==> config.mk <==
export PLATFORM = sky130hd
export DESIGN_NAME = sirq_host
export DESIGN_NICKNAME = d
export VERILOG_FILES = /design/src/rtl/sirq_pkg.sv /design/src/rtl/sirq_sequencer.sv /design/src/rtl/sirq_slots.sv /design/src/rtl/sirq_host.sv
export SDC_FILE = /design/constraint.sdc
export NUM_CORES = 1
export LEC_CHECK = 0
export BUFFER_PORTS_ARGS = -buffer_cell sky130_fd_sc_hd__buf_2
export CAP_MARGIN = 20
export CORE_UTILIZATION = 25
export DETAILED_ROUTE_END_ITERATION = 7
export RECOVER_POWER = 50
export SYNTH_ARGS = -nofsm -noshare
export SYNTH_HDL_FRONTEND = slang
export SYNTH_SLANG_ARGS = --single-unit
==> constraint.sdc <==
create_clock -name clk -period 4.8 [get_ports clk]
set_input_delay 0.48 -clock clk [delete_from_list [all_inputs] [get_ports clk]]
set_output_delay 0.48 -clock clk [all_outputs]
set_load 0.01 [all_outputs]
==> src/rtl/sirq_pkg.sv <==
package sirq_pkg;
  localparam int FRAME_FIELD_W = 4;
  localparam int BASE_FRAMES   = 17;
  localparam int MAX_FRAMES    = BASE_FRAMES + (1 << FRAME_FIELD_W) - 1;
  localparam int IDX_W         = $clog2(MAX_FRAMES);
  localparam int CNT_W         = 4;
  localparam int MAX_PULSE     = 8;

  typedef enum logic [2:0] {
    ST_IDLE, ST_START, ST_SREC, ST_STURN, ST_DATA, ST_STOP, ST_PREC, ST_PTURN
  } seqState_t;

  typedef struct packed {
    logic             sampleEn;
    logic [IDX_W-1:0] slot;
    logic             clearAll;
    logic             commit;
  } seqStrobe_t;
endpackage

==> src/rtl/sirq_sequencer.sv <==
module sirq_sequencer
  import sirq_pkg::*;
(
  input  logic                     clk,
  input  logic                     rst_n,
  input  logic                     enable,
  input  logic                     quiet,
  input  logic [FRAME_FIELD_W-1:0] frameSel,
  input  logic [1:0]               pulseSel,
  input  logic                     lineIn,
  output logic                     lineDrive,
  output seqStrobe_t               strobe,
  output seqState_t                seqState
);
  seqState_t        st;
  logic [CNT_W-1:0] cnt;
  logic [IDX_W-1:0] frm;
  logic [CNT_W-1:0] pulseLast;
  logic [CNT_W-1:0] stopLast;
  logic [IDX_W-1:0] lastFrame;

  always_comb begin
    case (pulseSel)
      2'b01:   pulseLast = CNT_W'(5);
      2'b10:   pulseLast = CNT_W'(7);
      default: pulseLast = CNT_W'(3);
    endcase
    stopLast  = quiet ? CNT_W'(1) : CNT_W'(2);
    lastFrame = IDX_W'(BASE_FRAMES - 1) + IDX_W'(frameSel);
  end

  always_ff @(posedge clk or negedge rst_n) begin
    if (!rst_n) begin
      st  <= ST_IDLE;
      cnt <= '0;
      frm <= '0;
    end else if (!enable) begin
      st  <= ST_IDLE;
      cnt <= '0;
      frm <= '0;
    end else begin
      case (st)
        ST_IDLE: begin
          if (!quiet) begin
            st  <= ST_START;
            cnt <= '0;
          end else if (!lineIn) begin
            // peripheral already supplied the first low clock
            st  <= ST_START;
            cnt <= CNT_W'(1);
          end
        end
        ST_START: begin
          if (cnt >= pulseLast) st <= ST_SREC;
          else cnt <= cnt + 1'b1;
        end
        ST_SREC:  st <= ST_STURN;
        ST_STURN: begin
          st  <= ST_DATA;
          cnt <= '0;
          frm <= '0;
        end
        ST_DATA: begin
          if (cnt == CNT_W'(2)) begin
            cnt <= '0;
            if (frm == lastFrame) st <= ST_STOP;
            else frm <= frm + 1'b1;
          end else begin
            cnt <= cnt + 1'b1;
          end
        end
        ST_STOP: begin
          if (cnt == stopLast) begin
            st  <= ST_PREC;
            cnt <= '0;
          end else begin
            cnt <= cnt + 1'b1;
          end
        end
        ST_PREC:  st <= ST_PTURN;
        default:  st <= ST_IDLE;
      endcase
    end
  end

  always_comb begin
    lineDrive       = (st == ST_START) || (st == ST_STOP);
    strobe.sampleEn = (st == ST_DATA) && (cnt == '0);
    strobe.slot     = frm;
    strobe.clearAll = (st == ST_SREC);
    strobe.commit   = (st == ST_PTURN);
    seqState        = st;
  end
endmodule

==> src/rtl/sirq_slots.sv <==
module sirq_slots
  import sirq_pkg::*;
(
  input  logic                  clk,
  input  logic                  rst_n,
  input  logic                  enable,
  input  logic                  lineIn,
  input  seqStrobe_t            strobe,
  input  logic [MAX_FRAMES-1:0] polarity,
  output logic [MAX_FRAMES-1:0] irqState,
  output logic [MAX_FRAMES-1:0] irqOut
);
  logic [MAX_FRAMES-1:0] samples;

  always_ff @(posedge clk or negedge rst_n) begin
    if (!rst_n) begin
      samples  <= '0;
      irqState <= '0;
    end else if (!enable) begin
      samples  <= '0;
      irqState <= '0;
    end else begin
      if (strobe.clearAll) samples <= '0;
      if (strobe.sampleEn && !lineIn) samples[strobe.slot] <= 1'b1;
      if (strobe.commit) irqState <= samples;
    end
  end

  assign irqOut = (enable ? irqState : '0) ^ polarity;
endmodule

==> src/rtl/sirq_host.sv <==
module sirq_host
  import sirq_pkg::*;
(
  input  logic                     clk,
  input  logic                     rst_n,
  input  logic                     ctrlEnable,
  input  logic                     ctrlQuiet,
  input  logic [FRAME_FIELD_W-1:0] ctrlFrames,
  input  logic [1:0]               ctrlPulse,
  input  logic [MAX_FRAMES-1:0]    irqPolarity,
  input  logic                     serirqIn,
  output logic                     serirqOe,
  output logic [MAX_FRAMES-1:0]    irqOut
);
  seqStrobe_t            strobe;
  seqState_t             seqState;
  logic [MAX_FRAMES-1:0] irqState;

  sirq_sequencer u_seq (
    .clk(clk), .rst_n(rst_n), .enable(ctrlEnable), .quiet(ctrlQuiet),
    .frameSel(ctrlFrames), .pulseSel(ctrlPulse), .lineIn(serirqIn),
    .lineDrive(serirqOe), .strobe(strobe), .seqState(seqState)
  );

  sirq_slots u_slots (
    .clk(clk), .rst_n(rst_n), .enable(ctrlEnable), .lineIn(serirqIn),
    .strobe(strobe), .polarity(irqPolarity),
    .irqState(irqState), .irqOut(irqOut)
  );
endmodule

==> impl_metrics.tcl <==
set metrics [dict create \
    port_buffers 75 \
    critPathSlowestCell "clkbuf_1" \
    cap_viol_max_count 2 \
    synth_area_leader_cell "dfrtp_1" \
    whs_ns 0.479 \
    ys.flop_type "dfrtp_1" \
    path_delay_family "buffers and inverters" \
    critPathMaxStageDelay_ns 1.16 \
    cts_setup_buffers 0 \
    ir_drop_uv 171 \
    path_clk_slew_ns 0.06 \
    fin_tns_setup_ns 0 \
    numCtsBuffers 9 \
    row_count 45 \
    drt_wl_total_um 8720 \
    synth.distinct_cells 48 \
    slew_violations 113 \
    stdcell_count 675 \
    syn_inst 419 \
    hold_class "flip-flop to flip-flop" \
    grt_setup_unrepaired "no" \
    viasPerCell 4.57 \
    die_w_um 127 \
    ant_nets 0 \
    status "finished, violations left" \
    nFillCells 1594 \
    critPathLaunchType "primary input" \
    r2r_start "u_seq.cnt[1]$_DFFE_PN0P_" \
    area_growth_syn_to_layout_pct 22.1 \
    drt_iter0_drc 183 \
    ys_ff_latch 76 \
    critical_path_class "primary input to flip-flop" \
    start_util_pct 25.5 \
    setup_ws_ns 1.54 \
    insertedDiodeCount 0 \
    grt_pass1_vias 3047 \
    nets 536 \
    cts.sinks 76 \
    max_freq_mhz 307 \
    dpl_cell_area_mm2 0.00443 \
    worstHoldStart "u_slots.irqState[2]$_DFFE_PN0P_" \
    post-place-ws_ns 2.15 \
    drc 0 \
    grtUsageTotal_pct 11.7 \
    yosys_warnings 0 \
    cp.required_ns 4.98 \
    finish.instance_area_mm2 0.00474 \
    synth_edf_count 0 \
    cts_max_path_buffers 2 \
    core_area_mm2 0.0152 \
    endpoint_kind "flip-flop" \
    wl_per_cell_um 12.9 \
    p_per_area_mw_per_mm2 318 \
    die-area_mm2 0.0160 \
    skew_ns 0.00557 \
    firstDrtPassIters 4 \
    syn-num-nets 472 \
    dp_cells 660 \
    ys_seq_area_share_pct 49.0 \
    cp_max_fo 64 \
    antenna_found_initial 0 \
    async_flop_share_pct 100 \
    fin_crit_sh_pct 67.9 \
    syn_area_mm2 0.00388 \
    io_pins 76 \
    cts.repair.resized 0 \
    synthTopCellsByArea "dfrtp_1 (49%), nand2_1 (11%), xnor2_1 (8.3%), o21ai_0 (5.0%), o22ai_1 (3.4%)" \
    crit_chain "clkbuf_1 > inv_1 > a31oi_4 > buf_4 > o21ai_0" \
    chipHeight_um 127 \
    worstMarginPinSlew_ns 1.87 \
    drive_gt1_share_pct 21.8 \
    synth_top_cell_area_share_pct 49.0 \
    final.min_clock_period_ns 3.26 \
    syn_area_per_cell_um2 9.26 \
    grt_pass1_wl_um 15000 \
    setup_viol 0 \
    violations "capacitance limit, slew limit" \
    gp_congestion 0.770 \
    vias 3087 \
    crit_start "ctrlEnable" \
    clockRootBuffer "clkbuf_16" \
    overflow 0 \
    maxSlewHeadroom_pct -24.8 \
    hold_violations 0 \
    place_hpwl_um 6180 \
    cts.htree.levels 3 \
    crit_buf_inv 3 \
    cts_hold_buf 0 \
    tritoncts "built" \
    clock_latency_ns 0.33 \
    grt_max_degree 77 \
    worst_ep_arrival_time_ns 3.44 \
    leakagePower_nw 2.04 \
]
[synthesized netlist by cell type (2+ instances only)]
master	number
nand2_1	114
dfrtp_1	76
o21ai_0	39
xnor2_1	37
nor2_1	21
o22ai_1	21
clkbuf_1	20
a22oi_1	13
inv_1	11
ha_1	10
nand3_1	5
a21o_1	3
a21oi_1	3
o21ai_1	3
a2bb2oi_1	2
a31oi_1	2
and3_1	2
buf_2	2
buf_4	2
nand3b_1	2
nor3_1	2
nor3_2	2
nor4b_4	2
[power breakdown]
part / internal (W) / switching, W / total (W)
registers: 0.000646 / 0.0000132 / 0.000659
clock network: 0.000453 / 0.000253 / 0.000706
logic: 0.0000568 / 0.0000835 / 0.000140
[flip-flops by register name, indices dropped and copies added, names as in the netlist]
signal and flops:
u_seq.frm 5, u_seq.cnt 4, u_seq.seqState 3, u_slots.samples 32, u_slots.irqState 32
[cells in the final DEF (no fill, tap or decap), types with 2 or more instances in the layout]
| master | instances |
|---|---|
| clkbuf_16 | 9 |
| a21oi_1 | 3 |
| nor4b_4 | 2 |
| nand3b_1 | 2 |
| and3_1 | 2 |
| xnor2_1 | 37 |
| nand2_1 | 114 |
| buf_4 | 2 |
| nor2_1 | 21 |
| nor3_2 | 3 |
| bufinv_16 | 2 |
| o22ai_1 | 21 |
| a2bb2oi_1 | 2 |
| nand3_1 | 5 |
| inv_1 | 11 |
| a22oi_1 | 13 |
| a21o_1 | 3 |
| ha_1 | 10 |
| o21ai_0 | 39 |
| buf_2 | 73 |
| dfrtp_1 | 76 |
| o21ai_1 | 3 |
| clkinvlp_4 | 2 |
[cell type report]
type	instances	area (µm²)	area share, %
clock inverters	6	88.8	1.87
well taps	188	235	4.96
flip-flops and latches	76	1900	40.1
repair buffers	78	400	8.45
inverters	11	41.3	0.871
multi-input cells	307	1850	39.0
clock buffers	9	225	4.75
[metrics by stage]
step,total power [W],util (%)
CTS,0.00152,31.2
floorplan,0.000750,-
detailed placement,0.000813,29.1
global route,0.00157,31.2
global placement,0.000809,29.1
finish,0.00151,31.2
[kinds of logic (layout without fill, tap and decap cells)]
group / Yosys count / in the layout / share of synthesized area (%)
AND/OR/NAND/NOR: 162 / 162 / 19.5
AO/OA/AOI/OAI: 97 / 97 / 15.8
flip-flops: 76 / 76 / 49.0
XOR/XNOR: 37 / 37 / 8.35
buffers and inverters: 36 / 104 / 3.93
adder cells (fa/ha/maj): 10 / 10 / 3.22
multiplexers: 1 / 1 / 0.258
[final timing paths]
check                      slack, ns                                to  cells after the start
max                             1.54  u_slots.irqState[20]$_DFFE_PN0P_                      5
max in group asynchronous       3.03          u_seq.cnt[0]$_DFFE_PN0P_                      1
max reg2reg                     2.67          u_seq.cnt[3]$_DFFE_PN0P_                      6
min                             0.48   u_slots.irqState[2]$_DFFE_PN0P_                      2
min reg2reg                     0.48   u_slots.irqState[2]$_DFFE_PN0P_                      2
min in group asynchronous       0.65          u_seq.cnt[3]$_DFFE_PN0P_                      1
[tightest hold or removal path, delay by kind of cell, from the launching register on]
family	cells	cell delay [ns]
and+or+nand+nor	1	0.05
AOI/OAI and AO/OA	1	0.06
DFF	1	0.34
[routing by layer]
| layer | vias to the layer above | wire length [µm] | track usage [%] | part of all wire [%] |
|---|---|---|---|---|
| met5 | - | 0 | 0 | 0 |
| met4 | 0 | 0 | 4.68 | 0 |
| met3 | 0 | 401 | 2.24 | 4.6 |
| met2 | 84 | 4120 | 18.7 | 47 |
| met1 | 1448 | 4200 | 15.6 | 48 |
| li1 | 1555 | - | - | - |
Power figures use the tool's default switching activity.
